[config.mk]
export PLATFORM = sky130hd
export DESIGN_NAME = gpio_port_irq
export DESIGN_NICKNAME = d
export VERILOG_FILES = /design/src/rtl/gpio_port_pkg.sv /design/src/rtl/gpio_sync2.sv /design/src/rtl/gpio_pin_cell.sv /design/src/rtl/gpio_port_irq.sv
export SDC_FILE = /design/constraint.sdc
export NUM_CORES = 1
export LEC_CHECK = 0
export BUFFER_PORTS_ARGS = -buffer_cell sky130_fd_sc_hd__buf_2
export CAP_MARGIN = 10
export CORE_UTILIZATION = 44
export DETAILED_ROUTE_END_ITERATION = 7
export PLACE_DENSITY = 0.68
export SLEW_MARGIN = 30
export SYNTH_ARGS = -nofsm -noshare
export SYNTH_HDL_FRONTEND = slang
export SYNTH_HIERARCHICAL = 1
export SYNTH_SLANG_ARGS = --single-unit
[constraint.sdc]
create_clock -name clk -period 3.09 [get_ports clk]
set_input_delay 0.7725 -clock clk [delete_from_list [all_inputs] [get_ports clk]]
set_output_delay 0.7725 -clock clk [all_outputs]
set_load 0.1 [all_outputs]
[src/rtl/gpio_port_pkg.sv]
package gpio_port_pkg;
    localparam int WIN_W      = 5;        // 32-byte window per pin
    localparam int STATUS_OFS = 'h104;    // port pending-status word

    localparam logic [WIN_W-1:0] OFS_CFG  = 5'h00;
    localparam logic [WIN_W-1:0] OFS_IN   = 5'h08;
    localparam logic [WIN_W-1:0] OFS_OCTL = 5'h0C;
    localparam logic [WIN_W-1:0] OFS_OVAL = 5'h10;
    localparam logic [WIN_W-1:0] OFS_CLR  = 5'h14;

    localparam int CFG_EN  = 0;
    localparam int CFG_DIR = 1;
    localparam int CFG_TT  = 2;           // two bits: 3:2
    localparam int CFG_POL = 4;
    localparam int CFG_IE  = 6;
    localparam int CFG_USED_W = 7;

    typedef enum logic [1:0] {
        TRIG_OFF   = 2'd0,
        TRIG_LEVEL = 2'd1,
        TRIG_EDGE  = 2'd2,
        TRIG_BOTH  = 2'd3
    } trig_e;

    typedef struct packed {
        logic  ie;
        logic  pol;
        trig_e ttype;
        logic  dir;
        logic  en;
    } pin_cfg_t;
endpackage

[src/rtl/gpio_sync2.sv]
module gpio_sync2 #(
    parameter int WIDTH = 8
) (
    input  logic             clk,
    input  logic             rst_n,
    input  logic [WIDTH-1:0] async_in,
    output logic [WIDTH-1:0] sync_out
);
    typedef struct packed {
        logic [WIDTH-1:0] s1;
        logic [WIDTH-1:0] s2;
    } sync_t;

    sync_t st_d, st_q;

    always_comb begin
        st_d    = st_q;
        st_d.s1 = async_in;
        st_d.s2 = st_q.s1;
    end

    always_ff @(posedge clk or negedge rst_n) begin
        if (!rst_n) st_q <= '0;
        else        st_q <= st_d;
    end

    assign sync_out = st_q.s2;
endmodule

[src/rtl/gpio_pin_cell.sv]
module gpio_pin_cell
    import gpio_port_pkg::*;
(
    input  logic                  clk,
    input  logic                  rst_n,
    input  logic                  wr_cfg,
    input  logic                  wr_octl,
    input  logic                  wr_oval,
    input  logic                  wr_clr,
    input  logic [CFG_USED_W-1:0] wbits,
    input  logic                  sync_in,
    output pin_cfg_t              cfg,
    output logic                  floated,
    output logic                  out_val,
    output logic                  latched,
    output logic                  pending,
    output logic                  drive_en
);
    typedef struct packed {
        pin_cfg_t cfg;
        logic     flt;
        logic     oval;
        logic     prev;
        logic     latch;
    } cell_t;

    cell_t st_d, st_q;
    logic  rise, fall, evt, lvl_hit;

    always_comb begin
        st_d = st_q;
        if (wr_cfg) begin
            st_d.cfg.en    = wbits[CFG_EN];
            st_d.cfg.dir   = wbits[CFG_DIR];
            st_d.cfg.ttype = trig_e'(wbits[CFG_TT+1:CFG_TT]);
            st_d.cfg.pol   = wbits[CFG_POL];
            st_d.cfg.ie    = wbits[CFG_IE];
        end
        if (wr_octl) st_d.flt  = wbits[0];
        if (wr_oval) st_d.oval = wbits[0];

        rise = sync_in & ~st_q.prev;
        fall = ~sync_in & st_q.prev;
        unique case (st_q.cfg.ttype)
            TRIG_EDGE: evt = st_q.cfg.pol ? rise : fall;
            TRIG_BOTH: evt = rise | fall;
            default:   evt = 1'b0;
        endcase
        lvl_hit = (st_q.cfg.ttype == TRIG_LEVEL) && (sync_in == st_q.cfg.pol);

        st_d.prev  = sync_in;
        // a fresh event wins over a clear in the same cycle
        st_d.latch = (st_q.latch & ~(wr_clr & wbits[0])) | evt;
    end

    always_ff @(posedge clk or negedge rst_n) begin
        if (!rst_n) st_q <= '0;
        else        st_q <= st_d;
    end

    assign cfg      = st_q.cfg;
    assign floated  = st_q.flt;
    assign out_val  = st_q.oval;
    assign latched  = st_q.latch;
    assign pending  = st_q.latch | lvl_hit;
    assign drive_en = st_q.cfg.en & st_q.cfg.dir & ~st_q.flt;
endmodule

[src/rtl/gpio_port_irq.sv]
module gpio_port_irq
    import gpio_port_pkg::*;
#(
    parameter int NUM_PINS = 8,
    parameter int ADDR_W   = 9,
    parameter int DATA_W   = 32
) (
    input  logic                clk,
    input  logic                rst_n,
    input  logic [ADDR_W-1:0]   bus_addr,
    input  logic                bus_wr,
    input  logic [DATA_W-1:0]   bus_wdata,
    output logic [DATA_W-1:0]   bus_rdata,
    input  logic [NUM_PINS-1:0] pin_in,
    output logic [NUM_PINS-1:0] pin_out,
    output logic [NUM_PINS-1:0] pin_oe,
    output logic                irq
);
    localparam int PIDX_W  = ADDR_W - WIN_W;
    localparam int WIN_END = NUM_PINS << WIN_W;

    logic [NUM_PINS-1:0] sync_vec, pend_vec, latch_vec, flt_vec, gate_vec;
    pin_cfg_t            cfg_arr [NUM_PINS];
    logic                in_win;
    logic [PIDX_W-1:0]   pin_idx;
    logic [WIN_W-1:0]    ofs;
    logic                unused_wdata;

    assign unused_wdata = ^bus_wdata[DATA_W-1:CFG_USED_W];
    assign in_win  = int'(bus_addr) < WIN_END;
    assign pin_idx = bus_addr[ADDR_W-1:WIN_W];
    assign ofs     = bus_addr[WIN_W-1:0];

    gpio_sync2 #(.WIDTH(NUM_PINS)) u_sync (
        .clk      (clk),
        .rst_n    (rst_n),
        .async_in (pin_in),
        .sync_out (sync_vec)
    );

    for (genvar g = 0; g < NUM_PINS; g++) begin : g_pin
        logic sel;
        assign sel = bus_wr && in_win && (pin_idx == PIDX_W'(g));

        gpio_pin_cell u_cell (
            .clk      (clk),
            .rst_n    (rst_n),
            .wr_cfg   (sel && ofs == OFS_CFG),
            .wr_octl  (sel && ofs == OFS_OCTL),
            .wr_oval  (sel && ofs == OFS_OVAL),
            .wr_clr   (sel && ofs == OFS_CLR),
            .wbits    (bus_wdata[CFG_USED_W-1:0]),
            .sync_in  (sync_vec[g]),
            .cfg      (cfg_arr[g]),
            .floated  (flt_vec[g]),
            .out_val  (pin_out[g]),
            .latched  (latch_vec[g]),
            .pending  (pend_vec[g]),
            .drive_en (pin_oe[g])
        );
        assign gate_vec[g] = pend_vec[g] & cfg_arr[g].ie & cfg_arr[g].en;
    end

    assign irq = |gate_vec;

    always_comb begin
        bus_rdata = '0;
        if (in_win) begin
            for (int p = 0; p < NUM_PINS; p++) begin
                if (pin_idx == PIDX_W'(p)) begin
                    unique case (ofs)
                        OFS_CFG:  bus_rdata = DATA_W'({cfg_arr[p].ie, 1'b0, cfg_arr[p].pol,
                                                       cfg_arr[p].ttype, cfg_arr[p].dir,
                                                       cfg_arr[p].en});
                        OFS_IN:   bus_rdata = DATA_W'(sync_vec[p]);
                        OFS_OCTL: bus_rdata = DATA_W'(flt_vec[p]);
                        OFS_OVAL: bus_rdata = DATA_W'(pin_out[p]);
                        default:  bus_rdata = '0;
                    endcase
                end
            end
        end else if (int'(bus_addr) == STATUS_OFS) begin
            bus_rdata = DATA_W'(pend_vec);
        end
    end
endmodule

==> results.tsv <==
stage	metric	value	unit
routing	per-cell routed wire length	19.4	um
placed_design	HPWL Detailed	10.6	mm
routing	via density per instance	5.58	
routing	DRC Markers	0	
cts	CTS tree	yes	
sta	Max Clock Skew	0.00593	ns
worst_hold_path	hold crit path type	reg -> reg	
sta	Fmax	301	MHz
sta	worst rel slew slack	55.1	%
sta	Tcrit/Tclk final	108	%
global_route	first-pass GRT wire length	22.2	mm
final_layout	nets	646	
floorplan	IO Pins	101	
run	number of max-cap violations	0	
power	Power Dens Cells	423	mW/mm2
placed_design	Placed Cells	734	
floorplan	starting density of the core	45.9	%
placed_design	placed cell areas	0.00618	mm2
synthesis	count of cell types in the netlist	52	
setup_path	crit path capture type	output pin	
placed_design	dpl ws	-0.399	ns
cts	depth of the CTS H-tree	3	
setup_path	CP max FO	4	
sta	RSZ-0062 raised after global routing	true	
setup_path	Worst Setup Start Kind	primary input	
placed_design	RePlAce Congestion	0.912	
synthesis	largest area contributor in the netlist	dfrtp_1	
floorplan	FP Rows	40	
final_layout	fin cells	750	
final_layout	ant diodes	0	
power	Pleak	3.05	nW
setup_path	reg2reg end	g_pin[5].u_cell/latched	
setup_path	number of cells on the worst reg-to-reg path	4	
synthesis	Cell Area, Synth	0.00560	mm2
setup_path	Crit Path Class	in -> out	
cts	clock sink total	96	
synthesis	Avg Inst Size Synth	10.6	um2
global_route	largest net degree at the start of global routing	52	
synthesis	Seq/Total Area, Yosys	42.9	%
setup_path	R2R Setup Slk	1.89	ns
worst_hold_path	hold path cells	0	
global_route	initial antenna violation count	0	
placed_design	port bufs	50	
cts	Clock transition at path regs	0.06	ns
routing	detailed-router iteration count before antenna repair	5	
worst_hold_path	worst hold path endpoint	u_sync/sync_out[6]	
sta	Fin. Hold Viols	0	
synthesis	top post-synthesis cells by area	dfrtp_1, mux2_2, buf_4	
cts	CTS max path bufs	2	
final_layout	area added between synthesis and finish	18.8	%
worst_hold_path	hold_sp	u_sync/st_d[6]	
sta	fin worst setup slack	-0.238	ns
sta	Worst Max-Slew Pin Slew	0.671	ns
routing	final WL	14.6	mm
setup_path	RR Startpoint	u_sync/sync_out[5]	
floorplan	full die area	0.0132	mm2
cts	Root Buffer	clkbuf_16	
power	IR drop worst, VDD	237	uV
cts	clock buffer count from CTS	9	
synthesis	Synth Register Bits	96	
synthesis	asr flop ratio synth	100	%
final_layout	ratio of cells with drive above 1 in the final layout	40.0	%
floorplan	die height	115	um
synthesis	Synth Warn #	6	
setup_path	Critical Path RT	2.32	ns
setup_path	Critical Path AT	2.56	ns
global_route	vias in the first global route	4066	
routing	Post-DRT Antenna Nets	0	
global_route	GRT Overall Usage	22.9	%
run_status	failing checks	negative setup slack	
cts	Clock Latency Late Sink	0.35	ns
floorplan	core area	0.0122	mm2
synthesis	Yosys top cell area share	42.9	%
sta	min cycle time layout	3.33	ns
final_layout	Layout fillers	1067	
global_route	total gr overflow	0	
floorplan	width of the die	115	um
final_layout	final non-filler cell area	0.00665	mm2
final_layout	most common cell after layout, fill and taps aside	dfrtp_1	
sta	Finish-stage setup viols	8	
run_status	status	complete, but fails checks	
synthesis	Synth Flop Type	dfrtp_1	
sta	Max Transition Viols Final	0	
final_layout	commonest cells after routing, fill and taps aside	dfrtp_1, mux2_2, buf_4	
synthesis	Mapped Cells	528	
routing	DR vias	4183	
routing	initial DRC count	235	
synthesis	number of synthesized flops with an enable pin	0	
==> cell usage after synthesis (2+ instances only) <==
library cell and count:
mux2i_1 21, a31o_1 8, o311ai_2 8, or3_1 2, nand4_1 2, nand2_1 30
nand3_1 9, nor4_1 3, a211oi_1 7, o21ai_0 10, a21o_1 5, a21bo_2 8
and3_1 4, nor3_1 2, clkbuf_1 5, and2_1 2, a21oi_1 8, nand3b_1 8
nor2_1 48, o21a_1 2, o21ai_1 5, dfrtp_1 96, inv_2 2, ha_1 16
xnor2_1 8, inv_1 26, nor4b_2 2, buf_2 14, a31oi_1 2, a221oi_1 6
a22o_1 7, o22ai_1 3, mux2_2 56, nor2b_1 2, nor3_2 2, buf_4 73
==> final cells by class <==
type                    count  area, um2  area share [%]
multi-input cells         334       2760            41.4
clock buffers              11        243            3.65
inverters                  28        105            1.58
flip-flops and latches     96       2400            36.1
repair buffers            109        907            13.6
well taps                 168        210            3.16
clock inverters             4       31.3           0.470
==> where the power goes <==
part	internal, mW	switching [mW]
sequential	1.30	0.0432
clock	0.564	0.471
combinational	0.123	0.316
==> critical path, cell delays in order <==
cell and delay [ns]:
buf_2 0.11, or4b_4 0.59, o22ai_2 0.17, nand2_2 0.08
a2111oi_4 0.33, a21oi_2 0.12, o21ai_4 0.18, buf_12 0.19
==> repair_timing <==
action / 4_1_cts / 5_1_grt
setup endpoints to repair: 8 / 9
buffers inserted: 1 / 0
hold buffers: 0 / 0
pin swaps: 2 / 11
gates cloned: 0 / 0
resized for setup: 10 / 30
==> flip-flops by register name, summed over array words and instances, names as in the netlist <==
name	cells
g_pin.u_cell/out_val	8
u_sync/st_d	8
g_pin.u_cell/floated	8
g_pin.u_cell/cfg	48
u_sync/sync_out	8
g_pin.u_cell/latched	8
g_pin.u_cell/st_q	8
==> through the flow <==
step                util (%)  total power [mW]  TNS, ns  hold WS [ns]
floorplan                  -              1.67   -0.702         0.331
global placement        50.6              1.77    -1.82         0.331
detailed placement      50.6              1.78    -1.76         0.335
CTS                     53.3              2.83    -1.31         0.342
global route            54.5              2.91    -1.06         0.354
finish                  54.5              2.81   -0.659         0.341
==> worst max path at each step <==
stage,startpoint,to,cells after the start
2_1_floorplan,bus_addr[3],bus_rdata[0],8
3_3_place_gp,bus_addr[4],bus_rdata[0],8
3_5_place_dp,bus_addr[4],bus_rdata[0],9
4_1_cts,bus_addr[4],bus_rdata[0],9
5_1_grt,bus_addr[2],bus_rdata[0],9
6_report,bus_addr[4],bus_rdata[0],8
==> cells by family after synthesis <==
logic type               count (synthesis)  synth area share (%)
AND/OR/NAND/NOR                        121                  10.5
buffers and inverters                  121                  13.4
flip-flops                              96                  42.9
AO/OA/AOI/OAI                           88                  13.2
multiplexers                            77                  15.0
adder cells (fa/ha/maj)                 16                  3.57
XOR/XNOR                                 8                  1.25
other                                    1                0.0669
==> metal layers <==
layer,up-vias,share of wire [%],global-route usage [%]
li1,1853,-,-
met1,2117,46,31.9
met2,182,45,34.6
met3,31,5.7,4.01
met4,0,3.1,11.3
met5,-,0,0
Power figures use the tool's default switching activity.
